===== src/rtl/pio_tim_pkg.sv =====
package pio_tim_pkg;

    localparam int CNT_W = 5;   // holds lengths up to 17
    localparam int TIM_W = 8;

    typedef logic [CNT_W-1:0] cnt_t;

    typedef enum logic [1:0] {
        PH_IDLE   = 2'd0,
        PH_SETUP  = 2'd1,
        PH_ACTIVE = 2'd2,
        PH_RECOV  = 2'd3
    } phase_e;

    // Timing bytes for one drive
    typedef struct packed {
        logic [TIM_W-1:0] addr_byte;    // setup code in [7:6]
        logic [TIM_W-1:0] strobe_byte;  // active [7:4], recovery [3:0]
    } drv_tim_t;

    // Decoded phase lengths in clocks
    typedef struct packed {
        cnt_t setup_len;
        cnt_t act_len;
        cnt_t rec_len;
    } phase_len_t;

    localparam cnt_t ACT_MIN      = cnt_t'(2);
    localparam cnt_t BUMP_ACT_GT  = cnt_t'(3);
    localparam cnt_t BUMP_REC_LEN = cnt_t'(2);

    function automatic cnt_t setup_code_len(input logic [1:0] code);
        case (code)
            2'b00:   return cnt_t'(4);
            2'b10:   return cnt_t'(3);
            2'b01:   return cnt_t'(2);
            default: return cnt_t'(5);
        endcase
    endfunction

    function automatic cnt_t nibble_len(input logic [3:0] nib);
        return (nib == 4'd0) ? cnt_t'(16) : cnt_t'(nib);
    endfunction

endpackage


===== src/rtl/pio_drive_sel.sv =====
module pio_drive_sel
    import pio_tim_pkg::*;
#(
    parameter int DRV_W = 2
) (
    input  logic [DRV_W-1:0] drive,
    input  drv_tim_t         tim_d0,
    input  drv_tim_t         tim_d1,
    input  drv_tim_t         tim_shared,
    output drv_tim_t         tim_sel
);

    localparam logic [DRV_W-1:0] DRV0 = DRV_W'(0);
    localparam logic [DRV_W-1:0] DRV1 = DRV_W'(1);

    always_comb begin
        if (drive == DRV0)
            tim_sel = tim_d0;
        else if (drive == DRV1)
            tim_sel = tim_d1;
        else
            tim_sel = tim_shared;
    end

endmodule


===== src/rtl/pio_len_decode.sv =====
module pio_len_decode
    import pio_tim_pkg::*;
#(
    parameter int REV_W        = 2,
    parameter int LATE_REV_MIN = 2
) (
    input  drv_tim_t         tim,
    input  logic [REV_W-1:0] rev,
    output phase_len_t       len
);

    localparam logic [REV_W-1:0] LATE_REV = REV_W'(LATE_REV_MIN);

    logic [3:0] act_nib;
    logic [3:0] rec_nib;
    cnt_t       act_raw;
    cnt_t       act_len;
    cnt_t       rec_base;
    logic       late_rev;

    // Only the setup code bits matter; the rest of the byte is dropped
    logic unused_addr_low;
    assign unused_addr_low = ^tim.addr_byte[TIM_W-3:0];

    assign act_nib  = tim.strobe_byte[7:4];
    assign rec_nib  = tim.strobe_byte[3:0];
    assign late_rev = (rev >= LATE_REV);

    always_comb begin
        act_raw = nibble_len(act_nib);
        act_len = (act_raw < ACT_MIN) ? ACT_MIN : act_raw;

        rec_base = nibble_len(rec_nib);
        if (act_len > BUMP_ACT_GT && rec_nib == 4'd1)
            rec_base = BUMP_REC_LEN;

        len.setup_len = setup_code_len(tim.addr_byte[TIM_W-1:TIM_W-2]);
        len.act_len   = act_len;
        len.rec_len   = late_rev ? rec_base + cnt_t'(1) : rec_base;
    end

endmodule


===== src/rtl/pio_phase_seq.sv =====
module pio_phase_seq
    import pio_tim_pkg::*;
#(
    parameter int DATA_W = 16
) (
    input  logic              clk,
    input  logic              rst,
    input  logic              req_valid,
    input  logic              req_write,
    input  logic [DATA_W-1:0] req_wdata,
    input  phase_len_t        len_in,
    input  logic [DATA_W-1:0] dd_in,
    output logic              req_ready,
    output logic              dior_n,
    output logic              diow_n,
    output logic              rd_latch,
    output logic [DATA_W-1:0] rd_data,
    output logic              wr_oe,
    output logic [DATA_W-1:0] wr_data,
    output logic              done
);

    phase_e            state_q;
    cnt_t              cnt_q;
    phase_len_t        len_q;
    logic              write_q;
    logic [DATA_W-1:0] wdata_q;
    logic [DATA_W-1:0] rdata_q;
    logic              done_q;
    logic              last_clk;

    assign last_clk = (cnt_q == cnt_t'(0));

    always_ff @(posedge clk) begin
        if (rst) begin
            state_q <= PH_IDLE;
            cnt_q   <= '0;
            len_q   <= '0;
            write_q <= 1'b0;
            wdata_q <= '0;
            rdata_q <= '0;
            done_q  <= 1'b0;
        end else begin
            done_q <= 1'b0;
            case (state_q)
                PH_IDLE: begin
                    if (req_valid) begin
                        len_q   <= len_in;
                        write_q <= req_write;
                        wdata_q <= req_wdata;
                        cnt_q   <= len_in.setup_len - cnt_t'(1);
                        state_q <= PH_SETUP;
                    end
                end
                PH_SETUP: begin
                    if (last_clk) begin
                        cnt_q   <= len_q.act_len - cnt_t'(1);
                        state_q <= PH_ACTIVE;
                    end else begin
                        cnt_q <= cnt_q - cnt_t'(1);
                    end
                end
                PH_ACTIVE: begin
                    if (last_clk) begin
                        if (!write_q)
                            rdata_q <= dd_in;
                        cnt_q   <= len_q.rec_len - cnt_t'(1);
                        state_q <= PH_RECOV;
                    end else begin
                        cnt_q <= cnt_q - cnt_t'(1);
                    end
                end
                default: begin
                    if (last_clk) begin
                        done_q  <= 1'b1;
                        state_q <= PH_IDLE;
                    end else begin
                        cnt_q <= cnt_q - cnt_t'(1);
                    end
                end
            endcase
        end
    end

    assign req_ready = (state_q == PH_IDLE);
    assign dior_n    = !((state_q == PH_ACTIVE) && !write_q);
    assign diow_n    = !((state_q == PH_ACTIVE) && write_q);
    assign rd_latch  = (state_q == PH_ACTIVE) && !write_q && last_clk;
    assign rd_data   = rdata_q;
    assign wr_oe     = write_q && (state_q != PH_IDLE);
    assign wr_data   = wdata_q;
    assign done      = done_q;

    // Length of the current strobe-low run, for the checks below
    logic strobe_low;
    cnt_t chk_run_q;
    assign strobe_low = !dior_n || !diow_n;

    always_ff @(posedge clk) begin
        if (rst)
            chk_run_q <= '0;
        else
            chk_run_q <= strobe_low ? chk_run_q + cnt_t'(1) : '0;
    end

    AST_DONE_SINGLE: assert property (@(posedge clk) disable iff (rst)
        done |=> !done);

    AST_DONE_AFTER_RECOV: assert property (@(posedge clk) disable iff (rst)
        done |-> $past(state_q) == PH_RECOV);

    AST_SETUP_RANGE: assert property (@(posedge clk) disable iff (rst)
        (state_q == PH_SETUP && $past(state_q) == PH_IDLE)
            |-> (len_q.setup_len >= cnt_t'(2) && len_q.setup_len <= cnt_t'(5)));

    AST_ACTIVE_SPAN: assert property (@(posedge clk) disable iff (rst)
        $fell(strobe_low) |-> (chk_run_q >= ACT_MIN && chk_run_q <= cnt_t'(16)));

    AST_LATCH_LAST: assert property (@(posedge clk) disable iff (rst)
        rd_latch |=> dior_n);

    AST_OE_TO_DONE: assert property (@(posedge clk) disable iff (rst)
        $fell(wr_oe) |-> done);

    AST_ONE_STROBE: assert property (@(posedge clk) disable iff (rst)
        $onehot0({!dior_n, !diow_n}));

endmodule


===== src/rtl/ide_pio_strobe_gen.sv =====
module ide_pio_strobe_gen
    import pio_tim_pkg::*;
#(
    parameter int DATA_W       = 16,
    parameter int REV_W        = 2,
    parameter int LATE_REV_MIN = 2
) (
    input  logic              clk,
    input  logic              rst,
    input  logic              req_valid,
    input  logic [1:0]        req_drive,
    input  logic              req_write,
    input  logic [DATA_W-1:0] req_wdata,
    output logic              req_ready,
    input  logic [7:0]        setup_tim0,
    input  logic [7:0]        setup_tim1,
    input  logic [7:0]        setup_tim23,
    input  logic [7:0]        rw_tim0,
    input  logic [7:0]        rw_tim1,
    input  logic [7:0]        rw_tim23,
    input  logic [REV_W-1:0]  silicon_rev,
    input  logic [DATA_W-1:0] dd_in,
    output logic              dior_n,
    output logic              diow_n,
    output logic              rd_latch,
    output logic [DATA_W-1:0] rd_data,
    output logic              wr_oe,
    output logic [DATA_W-1:0] wr_data,
    output logic              done
);

    drv_tim_t   tim_d0;
    drv_tim_t   tim_d1;
    drv_tim_t   tim_shared;
    drv_tim_t   tim_sel;
    phase_len_t len_sel;

    assign tim_d0     = '{addr_byte: setup_tim0,  strobe_byte: rw_tim0};
    assign tim_d1     = '{addr_byte: setup_tim1,  strobe_byte: rw_tim1};
    assign tim_shared = '{addr_byte: setup_tim23, strobe_byte: rw_tim23};

    pio_drive_sel #(
        .DRV_W (2)
    ) u_sel (
        .drive      (req_drive),
        .tim_d0     (tim_d0),
        .tim_d1     (tim_d1),
        .tim_shared (tim_shared),
        .tim_sel    (tim_sel)
    );

    pio_len_decode #(
        .REV_W        (REV_W),
        .LATE_REV_MIN (LATE_REV_MIN)
    ) u_dec (
        .tim (tim_sel),
        .rev (silicon_rev),
        .len (len_sel)
    );

    pio_phase_seq #(
        .DATA_W (DATA_W)
    ) u_seq (
        .clk       (clk),
        .rst       (rst),
        .req_valid (req_valid),
        .req_write (req_write),
        .req_wdata (req_wdata),
        .len_in    (len_sel),
        .dd_in     (dd_in),
        .req_ready (req_ready),
        .dior_n    (dior_n),
        .diow_n    (diow_n),
        .rd_latch  (rd_latch),
        .rd_data   (rd_data),
        .wr_oe     (wr_oe),
        .wr_data   (wr_data),
        .done      (done)
    );

endmodule


===== config.mk =====
export PLATFORM = sky130hd
export DESIGN_NAME = ide_pio_strobe_gen
export DESIGN_NICKNAME = d
export VERILOG_FILES = /design/src/rtl/pio_tim_pkg.sv /design/src/rtl/pio_drive_sel.sv /design/src/rtl/pio_len_decode.sv /design/src/rtl/pio_phase_seq.sv /design/src/rtl/ide_pio_strobe_gen.sv
export SDC_FILE = /design/constraint.sdc
export NUM_CORES = 1
export LEC_CHECK = 0
export BUFFER_PORTS_ARGS = -buffer_cell sky130_fd_sc_hd__buf_2
export CAP_MARGIN = 20
export CORE_MARGIN = 1.5
export CORE_UTILIZATION = 50
export CTS_CLUSTER_SIZE = 14
export DETAILED_ROUTE_END_ITERATION = 6
export PLACE_DENSITY = 0.85
export REMOVE_ABC_BUFFERS = 1
export SETUP_SLACK_MARGIN = 0.05
export SLEW_MARGIN = 0
export SYNTH_ARGS = -nofsm -noshare
export SYNTH_HDL_FRONTEND = slang
export SYNTH_SLANG_ARGS = --single-unit

===== constraint.sdc =====
create_clock -name clk -period 5.32 [get_ports clk]
set_clock_uncertainty 0.1 [all_clocks]
set_input_delay 1.064 -clock clk [delete_from_list [all_inputs] [get_ports clk]]
set_output_delay 1.064 -clock clk [all_outputs]
set_load 0.02 [all_outputs]

==> impl_metrics.json <==
{
  "grt_max_degree": 53,
  "syn_to_final_growth_pct": 22.7,
  "drt-total-wl_mm": 6.15,
  "final_antenna_net_count": 0,
  "layout-drive-gt1-share": 0.297,
  "drc_errors": 0,
  "path_clk_slew_ns": 0.10,
  "cts_inserted_buffers": 5,
  "maxCapViolCount": 0,
  "cp.arrival_ns": 2.33,
  "htree_num_levels": 2,
  "synthArstFlopShare": 0,
  "antenna-diode-count": 0,
  "worstMarginPinSlew_ns": 0.967,
  "clockBufferDepth": 2,
  "rows": 26,
  "worstSetupEndpointType": "output pin",
  "postCtsSetupRepairBufs": 0,
  "grt_overflow": 0,
  "peakVddDrop_uv": 322,
  "critical_path_class": "reg -> out",
  "synth_area_leader_cell": "dfxtp_1",
  "synthesis.area_um2": 2720,
  "grt.total_usage": 0.215,
  "setup_viol": 0,
  "yosysSeqAreaShare": 0.376,
  "num_io_pins": 126,
  "vias": 2569,
  "synth_top_flop_cell": "dfxtp_1",
  "fmax_mhz": 286,
  "first_global_vias": 2492,
  "multi_input_area_um2": 1520,
  "ys_types": 53,
  "clkSinkCount": 51,
  "fillers": 459,
  "period_share": 0.656,
  "power.density_nw_per_um2": 407,
  "hpwl_mm": 4.55,
  "seq_area_um2": 1020,
  "coreArea_um2": 5170,
  "avgSynthCellArea_um2": 8.04,
  "ys_ff_latch": 51,
  "cts_hold_buf": 0,
  "die_w_um": 76.7,
  "clock_latency_ns": 0.31,
  "dieArea_um2": 5880,
  "via_per_inst": 5.13,
  "rsz0062_at_grt": "no",
  "final_max_slew_viol_count": 0,
  "cpPeakStageDelay_ns": 0.50,
  "crit_family": "simple AND/OR/NAND/NOR gates",
  "cts_resized": 0,
  "fin_crit_ns": 3.49,
  "syn_inst": 338,
  "leakagePower_nw": 1.49,
  "grt_first_pass_wirelength_mm": 10.4,
  "cp_slowest_cell": "or4b_4",
  "worstPathCellList": "inv_1 > ha_1 > or4b_4 > or2_1 > clkinv_4 > buf_2",
  "drt_pass1_iterations": 6,
  "worst_setup_path_start_kind": "flip-flop",
  "die_h_um": 76.7,
  "worstPathMaxFanout": 17,
  "wl_per_cell_um": 12.3,
  "drt_iter0_markers": 111,
  "timing.slew.headroom": 0.355,
  "root_buffer": "clkbuf_8",
  "tritoncts": "done",
  "synth-edff-count": 0,
  "hold_violations": 0,
  "ys_warn_count": 0,
  "fin_nets": 533,
  "portBuffers": 106,
  "hp-class": "reg -> reg",
  "finalWeightedCongestion": 0.872,
  "grt_antenna_before_repair": 0,
  "status": "finished clean",
  "initial_core_util": 0.525,
  "synthTopCellsByArea": "dfxtp_1, nand2_1, a21oi_1",
  "hold_slack_ns": 0.354,
  "tns_ns": 0,
  "cp_num_buf_inv": 3,
  "synth_top_area_share": 0.376,
  "crit_required_ns": 4.16
}
-- flip-flops by register name (all words and copies together) (netlist names) --
signal / count
u_seq.len_q: 10
u_seq.wr_data: 16
u_seq.rd_data: 16
u_seq.cnt_q: 5
u_seq.done: 1
u_seq.state_q: 2
u_seq.write_q: 1
-- per-layer routing --
layer | GRT usage | vias up | share of wire
met5 | 0 | - | 0
met4 | 0.0778 | 0 | 0.017
met3 | 0.0452 | 9 | 0.034
met2 | 0.415 | 50 | 0.54
met1 | 0.226 | 1172 | 0.40
li1 | - | 1338 | -
-- cells by family after synthesis --
family | share of synthesized area
multiplexers | 0.0580
XOR/XNOR | 0.0258
AO/OA/AOI/OAI | 0.200
adder cells (fa/ha/maj) | 0.0645
buffers and inverters | 0.0640
AND/OR/NAND/NOR | 0.212
flip-flops | 0.376
-- power breakdown --
part	leakage (nW)	switching (mW)	internal (mW)
Combinational	1.03	0.344	0.238
Clock	0.0502	0.128	0.138
Sequential	0.417	0.0527	0.456
Total	1.49	0.525	0.831
-- cells in the final DEF (no fill, tap or decap), drive strengths merged, types with 7 or more instances in the layout --
cell type and instances:
o21ai 11, nand2 85, nor3 10, xnor2 7
inv 15, mux2i 11, dfxtp 51, buf 106
a21oi 47, ha 14, nor2 12
-- layout make-up --
| cell class | instances | area share |
|---|---|---|
| Inverter | 16 | 0.0195 |
| Sequential cell | 51 | 0.306 |
| Multi-Input combinational cell | 251 | 0.457 |
| Timing Repair Buffer | 106 | 0.159 |
| Clock buffer | 5 | 0.0207 |
| Tap cell | 70 | 0.0263 |
| Clock inverter | 2 | 0.0113 |
-- worst reg2reg max path, cell delays in order (launching register included) --
cell and delay, ns:
dfxtp_1 0.35, inv_1 0.09, ha_1 0.42, and2_1 0.84, o311ai_0 0.32, a21oi_1 0.21
-- path summary, 6_finish.rpt --
kind,start,endpoint,slack (ns),depth (start not counted)
setup / recovery,u_seq.cnt_q[0],rd_latch,1.83,6
hold / removal,u_seq.rd_data[11],u_seq.rd_data[11],0.35,2
setup reg to reg,u_seq.state_q[0],u_seq.len_q[5],2.91,5
hold reg to reg,u_seq.rd_data[11],u_seq.rd_data[11],0.35,2
-- metrics by stage --
step | cells | instance area, µm² | power [mW] | utilization | setup WS, ns
after floorplan | 318 | 2610 | 0.933 | - | 2.56
after global placement | 494 | 3230 | 1.08 | 0.624 | 2.20
after detailed placement | 494 | 3230 | 1.10 | 0.624 | 2.19
after CTS | 501 | 3330 | 1.37 | 0.644 | 1.84
after global routing | 501 | 3330 | 1.46 | 0.644 | 1.70
final | 501 | 3330 | 1.36 | 0.644 | 1.83
-- synth_stat cells, drive strengths merged, types with 4 or more instances --
cell type  count
xnor2          7
clkbuf        12
dfxtp         51
inv           15
nor3          10
mux2i         11
nand2         85
a211oi         4
a21oi         47
buf            8
nor2          12
o22ai          4
o21ai         11
ha            14
Power figures use the tool's default switching activity.
